### src/rtl/rfFifoPkg.sv
package rfFifoPkg;

  typedef enum logic [1:0] {
    MODE_SLEEP = 2'd0,
    MODE_STBY  = 2'd1,
    MODE_RX    = 2'd2,
    MODE_TX    = 2'd3
  } opMode_e;

  // strobes from control to datapath
  typedef struct packed {
    logic flush;
    logic push;
    logic pushFromSr;
    logic pop;
  } fifoStrb_t;

endpackage

### src/rtl/rfFifoPath.sv
module rfFifoPath import rfFifoPkg::*; #(
  parameter int DEPTH  = 64,
  parameter int DATA_W = 8,
  localparam int PTR_W = $clog2(DEPTH),
  localparam int CNT_W = PTR_W + 1
) (
  input  logic              clk,
  input  logic              rstN,
  input  fifoStrb_t         strb,
  input  logic [DATA_W-1:0] hostByte,
  input  logic [DATA_W-1:0] srByte,
  output logic [DATA_W-1:0] headByte,
  output logic [CNT_W-1:0]  fillCount
);

  logic [DATA_W-1:0] mem [DEPTH];
  logic [PTR_W-1:0]  wrPtr, rdPtr;
  logic [DATA_W-1:0] inByte;

  function automatic logic [PTR_W-1:0] nextPtr(input logic [PTR_W-1:0] p);
    return (p == PTR_W'(DEPTH - 1)) ? '0 : p + 1'b1;
  endfunction

  assign inByte   = strb.pushFromSr ? srByte : hostByte;
  assign headByte = mem[rdPtr];

  always_ff @(posedge clk) begin
    if (strb.push) mem[wrPtr] <= inByte;
  end

  always_ff @(posedge clk or negedge rstN) begin
    if (!rstN) begin
      wrPtr     <= '0;
      rdPtr     <= '0;
      fillCount <= '0;
    end else if (strb.flush) begin
      wrPtr     <= '0;
      rdPtr     <= '0;
      fillCount <= '0;
    end else begin
      if (strb.push) wrPtr <= nextPtr(wrPtr);
      if (strb.pop)  rdPtr <= nextPtr(rdPtr);
      case ({strb.push, strb.pop})
        2'b10:   fillCount <= fillCount + 1'b1;
        2'b01:   fillCount <= fillCount - 1'b1;
        default: fillCount <= fillCount;
      endcase
    end
  end

endmodule

### src/rtl/rfFifoCtrl.sv
module rfFifoCtrl import rfFifoPkg::*; #(
  parameter int DEPTH  = 64,
  parameter int DATA_W = 8,
  localparam int CNT_W = $clog2(DEPTH) + 1,
  localparam int BIT_W = $clog2(DATA_W)
) (
  input  logic              clk,
  input  logic              rstN,
  input  opMode_e           opMode,
  input  logic              pktMode,
  input  logic              hostWrEn,
  input  logic              hostRdEn,
  input  logic              srValid,
  input  logic              ovrClrWr,
  input  logic              bitTick,
  input  logic [CNT_W-2:0]  thresh,
  input  logic [CNT_W-1:0]  fillCount,
  input  logic [DATA_W-1:0] headByte,
  output fifoStrb_t         strb,
  output logic              ovrFlag,
  output logic              txBit,
  output logic              txDone,
  output logic              irqByteWr,
  output logic              irqThresh,
  output logic              irqFull,
  output logic              irqEmptyN
);

  opMode_e           prevMode;
  logic              modeFlush, flushNow;
  logic              isEmpty, isFull;
  logic              hostPushReq, srPushReq, pushReq, pushOk, hostPushOk;
  logic              hostPop, serPop, txSlot, txShift;
  logic [DATA_W-1:0] shReg;
  logic [BIT_W-1:0]  bitsLeft;

  assign isEmpty   = (fillCount == '0);
  assign isFull    = (fillCount == CNT_W'(DEPTH));
  assign irqEmptyN = !isEmpty;
  assign irqFull   = isFull;
  assign irqThresh = fillCount > {1'b0, thresh};

  // transition rules that discard the buffer
  always_comb begin
    modeFlush = 1'b0;
    if (opMode != prevMode) begin
      case ({prevMode, opMode})
        {MODE_STBY, MODE_RX}: modeFlush = 1'b1;
        {MODE_STBY, MODE_TX}: modeFlush = !pktMode;
        {MODE_RX,   MODE_TX}: modeFlush = 1'b1;
        {MODE_TX,   MODE_RX}: modeFlush = 1'b1;
        {MODE_TX,   MODE_STBY}: modeFlush = 1'b1;
        default:              modeFlush = (opMode == MODE_SLEEP);
      endcase
    end
  end

  assign flushNow    = modeFlush || ovrClrWr;
  assign hostPushReq = hostWrEn && ((opMode == MODE_TX) || ((opMode == MODE_STBY) && pktMode));
  assign srPushReq   = srValid && (opMode == MODE_RX);
  assign pushReq     = hostPushReq || srPushReq;
  assign pushOk      = pushReq && !isFull && !flushNow;
  assign hostPushOk  = pushOk && hostPushReq;
  assign hostPop     = hostRdEn && !isEmpty && (opMode != MODE_TX) && !flushNow;
  assign txSlot      = (opMode == MODE_TX) && bitTick && !flushNow;
  assign txShift     = txSlot && (bitsLeft != '0);
  assign serPop      = txSlot && (bitsLeft == '0) && !isEmpty;

  always_comb begin
    strb            = '0;
    strb.flush      = flushNow;
    strb.push       = pushOk;
    strb.pushFromSr = srPushReq;
    strb.pop        = hostPop || serPop;
  end

  always_ff @(posedge clk or negedge rstN) begin
    if (!rstN) prevMode <= MODE_SLEEP;
    else       prevMode <= opMode;
  end

  always_ff @(posedge clk or negedge rstN) begin
    if (!rstN)                       ovrFlag <= 1'b0;
    else if (flushNow)               ovrFlag <= 1'b0;
    else if (pushReq && isFull)      ovrFlag <= 1'b1;
  end

  always_ff @(posedge clk or negedge rstN) begin
    if (!rstN)                       irqByteWr <= 1'b0;
    else if (flushNow)               irqByteWr <= 1'b0;
    else if (pushOk && srPushReq)    irqByteWr <= 1'b1;
    else if (bitTick)                irqByteWr <= 1'b0;
  end

  // serializer: MSB first, one bit per strobe
  always_ff @(posedge clk or negedge rstN) begin
    if (!rstN) begin
      shReg    <= '0;
      bitsLeft <= '0;
      txBit    <= 1'b0;
      txDone   <= 1'b0;
    end else if (flushNow) begin
      shReg    <= '0;
      bitsLeft <= '0;
      txBit    <= 1'b0;
      txDone   <= 1'b0;
    end else begin
      if (serPop) begin
        txBit    <= headByte[DATA_W-1];
        shReg    <= headByte << 1;
        bitsLeft <= BIT_W'(DATA_W - 1);
      end else if (txShift) begin
        txBit    <= shReg[DATA_W-1];
        shReg    <= shReg << 1;
        bitsLeft <= bitsLeft - 1'b1;
      end
      if (hostPushOk)
        txDone <= 1'b0;
      else if (txShift && (bitsLeft == BIT_W'(1)) && isEmpty)
        txDone <= 1'b1;
    end
  end

endmodule

### src/rtl/rfByteFifo.sv
module rfByteFifo import rfFifoPkg::*; #(
  parameter int DEPTH  = 64,
  parameter int DATA_W = 8,
  localparam int CNT_W = $clog2(DEPTH) + 1
) (
  input  logic              clk,
  input  logic              rstN,
  input  logic [1:0]        opMode,
  input  logic              pktMode,
  input  logic              hostWrEn,
  input  logic [DATA_W-1:0] hostWrData,
  input  logic              hostRdEn,
  output logic [DATA_W-1:0] hostRdData,
  input  logic              ovrClrWr,
  input  logic [CNT_W-2:0]  thresh,
  input  logic              srValid,
  input  logic [DATA_W-1:0] srByte,
  input  logic              bitTick,
  output logic              txBit,
  output logic              txDone,
  output logic              irqEmptyN,
  output logic              irqFull,
  output logic              irqThresh,
  output logic              irqByteWr,
  output logic              ovrFlag
);

  fifoStrb_t        strb;
  logic [CNT_W-1:0] fillCount;

  rfFifoCtrl #(.DEPTH(DEPTH), .DATA_W(DATA_W)) u_ctrl (
    .clk       (clk),
    .rstN      (rstN),
    .opMode    (opMode_e'(opMode)),
    .pktMode   (pktMode),
    .hostWrEn  (hostWrEn),
    .hostRdEn  (hostRdEn),
    .srValid   (srValid),
    .ovrClrWr  (ovrClrWr),
    .bitTick   (bitTick),
    .thresh    (thresh),
    .fillCount (fillCount),
    .headByte  (hostRdData),
    .strb      (strb),
    .ovrFlag   (ovrFlag),
    .txBit     (txBit),
    .txDone    (txDone),
    .irqByteWr (irqByteWr),
    .irqThresh (irqThresh),
    .irqFull   (irqFull),
    .irqEmptyN (irqEmptyN)
  );

  rfFifoPath #(.DEPTH(DEPTH), .DATA_W(DATA_W)) u_path (
    .clk       (clk),
    .rstN      (rstN),
    .strb      (strb),
    .hostByte  (hostWrData),
    .srByte    (srByte),
    .headByte  (hostRdData),
    .fillCount (fillCount)
  );

endmodule

### config.mk
export PLATFORM = sky130hd
export DESIGN_NAME = rfByteFifo
export DESIGN_NICKNAME = d
export VERILOG_FILES = /design/src/rtl/rfFifoPkg.sv /design/src/rtl/rfFifoPath.sv /design/src/rtl/rfFifoCtrl.sv /design/src/rtl/rfByteFifo.sv
export SDC_FILE = /design/constraint.sdc
export NUM_CORES = 1
export LEC_CHECK = 0
export BUFFER_PORTS_ARGS = -buffer_cell sky130_fd_sc_hd__buf_2
export CAP_MARGIN = 20
export CORE_UTILIZATION = 40
export DETAILED_ROUTE_END_ITERATION = 12
export HOLD_SLACK_MARGIN = 0.15
export RECOVER_POWER = 50
export SYNTH_ARGS = -nofsm -noshare
export SYNTH_HDL_FRONTEND = slang
export SYNTH_SLANG_ARGS = --single-unit
### constraint.sdc
create_clock -name clk -period 7.05 [get_ports clk]
set_input_delay 0.705 -clock clk [delete_from_list [all_inputs] [get_ports clk]]
set_output_delay 0.705 -clock clk [all_outputs]
set_load 0.02 [all_outputs]
### Word level (Yosys, flattened, before mapping)

Memory sizes are Yosys's and may differ from the RTL's.
Index checks and enable logic that the tools add are counted.

* bits in latches: 0
* memories: 1
* bits in writable memories: 512
* logic and storage cells: 101
* bits in read-only memories: 0
* register bits after elaboration: 36

* divide/modulo/power cells: 0
* $lt $le $gt $ge: 1
* multiplexer cells: 30
* bitwise gates (word level): 0
* reduce and logical (&&, ||, !) cells: 38
* eq/ne operators: 16
* shifts and indexed selects: 0
* multipliers: 0
* $add $sub $neg: 5

Memories
* u_path.mem: depth 64, bits a word 8, read ports 1, clocked after memory_dff 0, wr ports 1, RTL line rfFifoPath.sv:16 `logic [DATA_W-1:0] mem [DEPTH];`

Operator list (count)
* two-way mux 6 bit: 6
* two-way mux 8 bit: 4
* logical AND 1 bit: 18
* nonzero test 3 bit: 5
* two-way mux 1 bit: 14
* case mux 7 bit (2 select lines): 1
* adder 6 x 1 -> 6 bit, second input constant: 2
* equality test 4 bit, second input constant: 3
* equality test 6 bit, second input constant: 2
* two-way mux 3 bit: 3
* equality test 4 x 3 -> 1 bit, second input constant: 2
* adder 7 x 1 -> 7 bit, second input constant: 1
* equality test 7 bit, second input constant: 1
* greater-than comparator 7 x 6 -> 1 bit: 1
* logical NOT 7 bit: 1
* two-way mux 7 bit: 1
* subtractor 7 x 1 -> 7 bit, second input constant: 1
* equality test 2 bit, second input constant: 3
* nonzero test 2 bit: 3
* equality test 2 x 1 -> 1 bit, second input constant: 2
* logical NOT 1 bit: 4
* logical OR 1 bit: 4
* OR reduction 4 bit: 1
* equality test 3 x 1 -> 1 bit, second input constant: 1
* other kinds (6): 6

### Longest topological paths before layout

Gate-level depths: netlist (run 1).

* depth after elaboration: 13
* mapped depth: 14
* gate-level depth less buffers: 13

### Hierarchy

Synthesis (run 1) repeated with hierarchy kept, for this count alone.

* cell total of the unflattened synthesis: 1206
* area, all modules: 22390.2 um^2

By module, submodules not included
* rfFifoPath: cells an instance 1093, area an instance 21199.1 um^2, instances 1
* rfFifoCtrl: cells an instance 113, area an instance 1191.1 um^2, instances 1

### Worst setup path before layout (run 1)

Ideal clock, no wire load.

* kind: input-to-reg
* start: in opMode[1]
* end: reg u_path.fillCount[4]
* library setup time: 74 ps
* stages: 11
* required time: 6976 ps
* buffers on the path: 1
* slack: 3756 ps
* arrival time: 3220 ps
* cell sequence: nor3b_1 o21ai_1 nand3_2 clkbuf_1 nor3_1 xnor2_1 ha_1 or4_1 or4_1 a2111o_1 o21ai_2

* word-level cells in the longest chain between the ends: 13
* elaborated cells on any way between the ends: 35
* those cells by class: eq/ne: 12; mux: 4; reduce/logical: 19

Ends and longest elaborated chain
* start: declaration: RTL line rfByteFifo.sv:8 `input logic [1:0] opMode,`
* equality test 4 x 3 -> 1 bit / equality test 4 bit (equally long branches): RTL line rfFifoCtrl.sv:47 `case ({prevMode, opMode})`
* OR reduction 4 bit (no line)
* case mux 1 bit (2 select lines): RTL line rfFifoCtrl.sv:47
* two-way mux 1 bit: RTL line rfFifoCtrl.sv:46 `if (opMode != prevMode) begin`
* logical OR 1 bit: RTL line rfFifoCtrl.sv:58 `assign flushNow = modeFlush || ovrClrWr;`
* logical NOT 1 bit: RTL line rfFifoCtrl.sv:62, rfFifoCtrl.sv:64, rfFifoCtrl.sv:65
* logical AND 1 bit: RTL line rfFifoCtrl.sv:65 `assign txSlot = (opMode == MODE_TX) && bitTick && !flushNow;`
* logical AND 1 bit (2 in a row): RTL line rfFifoCtrl.sv:67 `assign serPop = txSlot && (bitsLeft == '0) && !isEmpty;`
* logical OR 1 bit: RTL line rfFifoCtrl.sv:74 `strb.pop = hostPop || serPop;`
* equality test 2 x 1 -> 1 bit / equality test 2 bit (equally long branches): RTL line rfFifoPath.sv:43 `case ({strb.push, strb.pop})`
* case mux 7 bit (2 select lines): RTL line rfFifoPath.sv:43
* two-way mux 7 bit: RTL line rfFifoPath.sv:36 `end else if (strb.flush) begin`
* end signal: assignment: RTL line rfFifoPath.sv:44 `2'b10: fillCount <= fillCount + 1'b1;`
* end signal: assignment: RTL line rfFifoPath.sv:45 `2'b01: fillCount <= fillCount - 1'b1;`
* end signal: assignment: RTL line rfFifoPath.sv:46 `default: fillCount <= fillCount;`
* end: declaration: RTL line rfFifoPath.sv:13 `output logic [CNT_W-1:0] fillCount`

Several ways; a longest one is shown, not always the timed one.
A chain may end at the register's enable or synchronous reset.

### Worst setup path after layout (run 1)

* start: reg u_path.rdPtr[0]
* end: out hostRdData[0]

* word-level cells in the longest chain between the ends: 1

Ends and longest elaborated chain
* start: declaration: RTL line rfFifoPath.sv:17 `logic [PTR_W-1:0] wrPtr, rdPtr;`
* start signal: assignment: RTL line rfFifoPath.sv:42 `if (strb.pop) rdPtr <= nextPtr(rdPtr);`
* memory read (64 x 8 bit)
* end: declaration: RTL line rfByteFifo.sv:13 `output logic [DATA_W-1:0] hostRdData,`

No other way between the ends.

==> impl_metrics.py, run 1 <==
metrics = {
    "cts": {
        "clock_sinks": 547,
        "post_cts_buffers": 0,
        "cts_resized": 0,
        "cts_max_path_buffers": 3,
        "cts_buffers": 55,
        "root_buffer": "clkbuf_16",
        "htreeDepth": 2,
        "clk_latency_ns": 0.62,
        "cts_tree": "yes",
        "clk_pin_slew_ns": 0.06,
        "ctsHoldBuffers": 0,
    },
    "die": {
        "rows": 86,
        "fp.dieW_um": 238,
        "ios": 47,
        "die_h_um": 238,
        "dieArea_sq_um": 56700,
        "start_util_pct": 40.5,
        "core_sq_um": 55100,
    },
    "drt": {
        "wl_per_cell_um": 24.3,
        "wl_um": 51100,
        "drtAntennaViolNets": 0,
        "drtPass1Iterations": 7,
        "vias_per_cell": 5.57,
        "drt_iter0_drc": 1262,
        "route.vias.total": 11735,
        "drc_errors": 0,
    },
    "setup_path": {
        "required_ns": 6.34,
        "critPathKind": "flip-flop to output pin",
        "crit_start": "u_path.rdPtr[0]$_DFFE_PN0P_",
        "arrival_ns": 3.98,
        "critPathCaptureType": "output pin",
        "critPathLaunchType": "flip-flop",
        "r2r_start": "u_ctrl.prevMode[1]$_DFF_PN0_",
        "worstPathMaxFanout": 45,
    },
    "hold_path": {
        "worstHoldStart": "opMode[0]",
        "hp-class": "input pin to flip-flop",
    },
    "global_routing": {
        "grt_pass1_wl_um": 76100,
        "overflow": 0,
        "antenna_found_initial": 0,
        "grtUsageTotal_pct": 18.2,
        "grt_max_degree": 65,
        "grt_pass1_vias": 11835,
    },
    "timing": {
        "post-route-period-util_pct": 66.4,
        "final.setup.worst_slack_ns": 2.37,
        "final.setup_skew_ns": 0.0221,
        "fmaxAchievable_ghz": 0.214,
        "hold_ws_ns": 0.353,
        "finalHoldViolCount": 0,
        "slew_viol_final": 592,
        "rsz0062_at_grt": "false",
        "fin_crit_ns": 4.68,
        "tightest_slew_ns": 3.41,
        "finalSetupViolCount": 0,
        "final.setup.tns_ns": 0,
        "relSlewSlack_pct": -127,
    },
    "logic_synthesis": {
        "synth_area_sq_um": 22300,
        "synth-edff-count": 512,
        "ys_warn_count": 0,
        "avgSynthCellArea_sq_um": 17.6,
        "ys_seq_area_share_pct": 72.9,
        "syn_inst": 1264,
        "yosysUniqueCellTypes": 66,
        "ys_ff_latch": 547,
        "ys.flop_type": "edfxtp_1",
        "syn_nets": 1309,
        "async_flop_share_pct": 6.40,
    },
    "finish": {
        "drive_above_1_share_pct": 17.7,
        "nFillCells": 4748,
        "final_area_sq_um": 25000,
        "n_antenna_cell": 0,
        "syn_to_final_growth_pct": 12.3,
        "nets": 1359,
    },
    "pwr": {
        "power_leakage_nw": 7.73,
        "power.density_nw_per_um2": 269,
        "ir_drop_mv": 0.169,
    },
    "placement": {
        "routabilityCongestion": 0.814,
        "io_buffers": 46,
        "dp_slack_ns": 2.91,
        "dp_hpwl_um": 30800,
        "dpl_cell_area_sq_um": 23300,
    },
    "status": {
        "status": "finished, violations left",
        "violations": "capacitance limit, slew limit",
    },
    "run": {
        "drv_cap": 10,
    },
}
-- critical path, stage by stage, from the launching register on --
cell and delay, ns:
dfrtp_4 1.03, buf_4 0.66, mux4_2 0.58, a211oi_1 0.29, a21oi_1 0.07, a31oi_1 0.46, inv_1 0.09, buf_2 0.18
-- routing by layer --
metal  GRT usage [%]  routed length, um
met4            5.94               1400
met5               0                  0
met3            3.74               2970
met1            24.7              22000
met2            29.3              24700
-- Yosys cell counts (all sizes together), types with 3 or more instances --
cell type / number / area share [%]
nor2: 98 / 1.7
nand3b: 5 / 0.17
and3: 6 / 0.17
nand3: 43 / 0.99
a211oi: 3 / 0.10
or4: 4 / 0.15
buf: 38 / 0.95
nor3: 9 / 0.22
o31ai: 5 / 0.17
a32o: 7 / 0.31
nand2: 46 / 0.77
nor4: 3 / 0.084
clkbuf: 29 / 0.49
a22o: 7 / 0.28
mux2: 25 / 1.3
mux4: 79 / 8.0
o21ai: 11 / 0.28
mux2i: 97 / 4.4
o22ai: 3 / 0.084
edfxtp: 512 / 69
o22a: 7 / 0.28
and2: 4 / 0.11
ha: 13 / 0.73
nand4: 8 / 0.22
a221oi: 7 / 0.28
nand2b: 4 / 0.11
a22oi: 43 / 1.4
a21oi: 38 / 0.90
dfrtp: 35 / 3.9
nor2b: 11 / 0.31
or3: 5 / 0.14
xnor2: 8 / 0.31
a41o: 7 / 0.31
inv: 18 / 0.30
-- final timing paths --
path	to	slack (ns)	depth (start not counted)
min reg2reg	u_ctrl.bitsLeft[1]$_DFFE_PN0P_	0.48	2
max in group asynchronous	u_path.rdPtr[1]$_DFFE_PN0P_	4.86	1
max	hostRdData[0]	2.37	7
min	u_ctrl.prevMode[0]$_DFF_PN0_	0.35	1
min in group asynchronous	u_path.fillCount[4]$_DFFE_PN0P_	0.71	1
max reg2reg	u_path.mem[19][3]$_DFFE_PP_	2.91	7
-- layout by cell type, fill, tap and decap left out, types with 29 or more instances in the layout --
cell,Yosys,final
dfrtp_1,35,33
edfxtp_1,512,512
clkbuf_1,29,29
mux4_2,79,79
nand2_1,46,46
nand3_1,42,42
buf_2,22,39
nor2_1,97,96
mux2i_1,96,96
a21oi_1,37,37
clkbuf_16,0,56
a22oi_1,43,43
-- layout make-up --
type | instances | area, sq um | area share [%]
Sequential cell | 547 | 16300 | 65.0
Multi-Input combinational cell | 632 | 5660 | 22.6
Clock buffer | 69 | 1450 | 5.79
Tap cell | 748 | 936 | 3.74
Clock inverter | 33 | 343 | 1.37
Timing Repair Buffer | 60 | 318 | 1.27
Inverter | 18 | 67.6 | 0.270
-- flip-flops by register name, indices dropped and copies added, names as in the netlist --
| name | flops |
|---|---|
| u_ctrl.shReg | 7 |
| u_path.mem | 512 |
| u_path.rdPtr | 6 |
| u_path.wrPtr | 6 |
| u_ctrl.ovrFlag | 1 |
| u_ctrl.txBit | 1 |
| u_ctrl.irqByteWr | 1 |
| u_ctrl.bitsLeft | 3 |
| u_ctrl.prevMode | 2 |
| u_path.fillCount | 7 |
| u_ctrl.txDone | 1 |
-- per-stage QoR --
step           total power [mW]  util, %  instances
2_1_floorplan              3.78        -       1264
3_3_place_gp               3.87     42.3       2005
3_5_place_dp               3.87     42.3       2005
4_1_cts                    6.78     45.5       2107
5_1_grt                    6.92     45.4       2107
6_report                   6.72     45.4       2107
-- cells by family after synthesis --
logic type	after synthesis	share of synthesized area (%)
flip-flops	547	72.9
AND/OR/NAND/NOR	255	5.52
multiplexers	201	13.7
AO/OA/AOI/OAI	154	5.08
buffers and inverters	85	1.74
adder cells (fa/ha/maj)	13	0.730
XOR/XNOR	9	0.354
-- report_power, final --
part / internal [mW] / switching (mW)
logic: 0.0609 / 0.153
registers: 3.58 / 0.00851
clock network: 1.71 / 1.21
No activity file was read; power rests on OpenSTA's default activity.
==> run 2: changes to the inputs <==
clock period = 4.8 ns   (was 7.05 ns; I/O delays follow)
==> run 2 against run 1 <==
The flow still finishes with violations (capacitance limit, slew limit). Combinational power rose by 55%. Hold slack worse by 0.14 ns. Final cell count is 1.0% higher. Worst setup slack got worse by 1.7 ns. Cell area is 0.53% higher. Total power increased by 46%. Global-route usage grew 0.57 points. First-iteration DRC count down 9.2%. Sequential share of layout area shrank 0.34 points. Sequential power rose by 47%. Critical endpoint is now u_path.mem[57][0]$_DFFE_PP_.
==> impl_metrics.py, run 2 (synthesis gave the netlist of run 1 again) <==
metrics = {
    "finish": {
        "n_antenna_cell": 0,
        "nFillCells": 4748,
        "largest_reg_flops": 512,
        "regMostFlops": "u_path.mem",
        "syn_to_final_growth_pct": 12.9,
        "top_regs": "u_path.mem (512), u_ctrl.shReg (7), u_path.fillCount (7)",
        "multi_input_comb_area_sq_um": 5620,
        "layout_commonest_cell": "edfxtp_1",
        "drive_above_1_share_pct": 18.3,
        "final_util_pct": 45.7,
        "final_area_sq_um": 25200,
        "final_cell_mix": "edfxtp_1, nor2_1, mux2i_1, mux4_2, clkbuf_16",
        "nets": 1381,
        "seqCellArea_sq_um": 16300,
        "stdcell_count": 2128,
    },
    "global_routing": {
        "overflow": 0,
        "use_met1_pct": 26.0,
        "use_met2_pct": 30.7,
        "grt_pass1_wl_um": 78700,
        "antenna_found_initial": 1,
        "grt_use_met3_pct": 3.26,
        "grt_pass1_vias": 11960,
        "grtUsageTotal_pct": 18.7,
        "top_usage_layer": "met2",
        "grt_max_degree": 48,
    },
    "setup_path": {
        "path_buf_inv": 3,
        "crit_path_top_delay_cell": "clkbuf_1",
        "worstPathCellList": "dlygate4sd3_1 > clkbuf_1 > nand3b_1 > mux2_1 > clkbuf_1",
        "critPathCaptureType": "flip-flop",
        "required_ns": 4.90,
        "critPathTopFamily": "buffers and inverters",
        "critPathLaunchType": "input pin",
        "arrival_ns": 4.23,
        "cpPeakStageDelay_ns": 1.57,
        "critPathMostFrequentCell": "clkbuf_1",
        "r2r_start": "u_ctrl.prevMode[1]$_DFF_PN0_",
        "worstPathMaxFanout": 40,
        "critPathKind": "input pin to flip-flop",
        "worstRegToRegCells": 7,
        "rrSetupSlack_ns": 0.94,
        "r2r_end": "u_path.mem[20][3]$_DFFE_PP_",
    },
    "status": {
        "status": "finished, violations left",
        "violations": "capacitance limit, slew limit",
    },
    "hold_path": {
        "worstHoldStart": "bitTick",
        "hold_path_depth": 4,
        "hp-class": "input pin to flip-flop",
        "holdPathEnd": "u_ctrl.irqByteWr$_DFFE_PN0P_",
    },
    "timing": {
        "relSlewSlack_pct": -41.7,
        "fin_crit_ns": 4.13,
        "final.setup_skew_ns": 0.0146,
        "finalHoldViolCount": 0,
        "rsz0062_at_grt": "false",
        "final.setup.worst_slack_ns": 0.669,
        "post-route-period-util_pct": 86.1,
        "final.setup.tns_ns": 0,
        "tightest_slew_ns": 2.13,
        "slew_viol_final": 230,
        "fmaxAchievable_ghz": 0.242,
        "finalSetupViolCount": 0,
    },
    "drt": {
        "wl_um": 52100,
        "route.vias.total": 11795,
        "drtPass1Iterations": 5,
        "drc_errors": 0,
        "drtAntennaViolNets": 0,
        "vias_per_cell": 5.54,
        "wl_per_cell_um": 24.5,
        "drt_iter0_drc": 1146,
    },
    "die": {
        "die_h_um": 238,
        "start_util_pct": 40.5,
        "rows": 86,
        "dieArea_sq_um": 56700,
        "fp.dieW_um": 238,
        "core_sq_um": 55100,
        "ios": 47,
    },
    "cts": {
        "post_cts_buffers": 0,
        "clk_latency_ns": 0.61,
        "root_buffer": "clkbuf_16",
        "clk_pin_slew_ns": 0.06,
        "cts_resized": 0,
        "cts_buffers": 54,
        "clock_sinks": 547,
        "htreeDepth": 2,
        "cts_tree": "yes",
        "cts_max_path_buffers": 3,
    },
    "placement": {
        "dpl_cell_area_sq_um": 23400,
        "dp_slack_ns": 1.04,
        "dp.cells": 2023,
        "io_buffers": 46,
        "dp_hpwl_um": 33200,
        "routabilityCongestion": 0.834,
    },
    "pwr": {
        "power.density_nw_per_um2": 390,
        "power_leakage_nw": 7.83,
        "ir_drop_mv": 0.273,
    },
    "run": {
        "drv_cap": 6,
    },
}
## run 2: cell count changes in the layout (fill, tap and decap cells not counted), sizes merged, moves of 2 or more
cell         change
bufinv           -2
inv              +3
buf             +19
clkinv           -4
dlygate4sd3      +3
clkinvlp         +3
## run 2: area by class of cell
type	count	area share, %
sequential	547	64.6
clock buffer	67	5.77
inverter	18	0.269
timing repair buffer	83	2.02
clock inverter	33	1.27
tap	748	3.72
multi-input combinational	632	22.3
## run 2: metal layers
metal	wire length, um	share of wire (%)	up-vias
met1	22000	42	6107
met3	3210	6.2	72
met5	0	0	-
met4	1170	2.2	0
met2	25800	49	383
li1	-	-	5233
## run 2: what timing repair did
item                                    in CTS  in global routing
endpoints found under the setup margin       0                  0
hold buffers                                 3                  0
hold endpoints to repair                    37                  0
## run 2: worst reg2reg max path: cells and delay by family (launching register included)
kind,cells,cell delay (ns)
AND/OR/NAND/NOR,5,2.39
buffers and inverters,1,0.42
flip-flops,1,0.39
AO/OA/AOI/OAI,1,0.27
## run 2: through the flow
stage,hold slack (ns),power [mW]
6_report,0.213,9.81
3_5_place_dp,0.479,5.71
5_1_grt,0.232,10.1
2_1_floorplan,0.184,5.55
4_1_cts,0.192,9.90
3_3_place_gp,0.467,5.70
## run 2: worst max-delay path by stage
stage	start	slack, ns	to	cells after the start
after floorplan	u_path.fillCount[0]$_DFFE_PN0P_	1.60	u_path.fillCount[4]$_DFFE_PN0P_	10
after global placement	opMode[1]	1.11	u_path.mem[12][5]$_DFFE_PP_	8
after detailed placement	opMode[1]	1.04	u_path.mem[36][6]$_DFFE_PP_	8
after CTS	u_path.rdPtr[0]$_DFFE_PN0P_	0.59	hostRdData[6]	6
after global routing	opMode[1]	0.31	u_path.mem[45][3]$_DFFE_PP_	5
final	opMode[1]	0.67	u_path.mem[57][0]$_DFFE_PP_	5
## run 2: power breakdown
part / switching (mW) / internal (mW)
Combinational: 0.238 / 0.0928
Sequential: 0.00985 / 5.25
Clock: 1.79 / 2.42
Total: 2.04 / 7.77
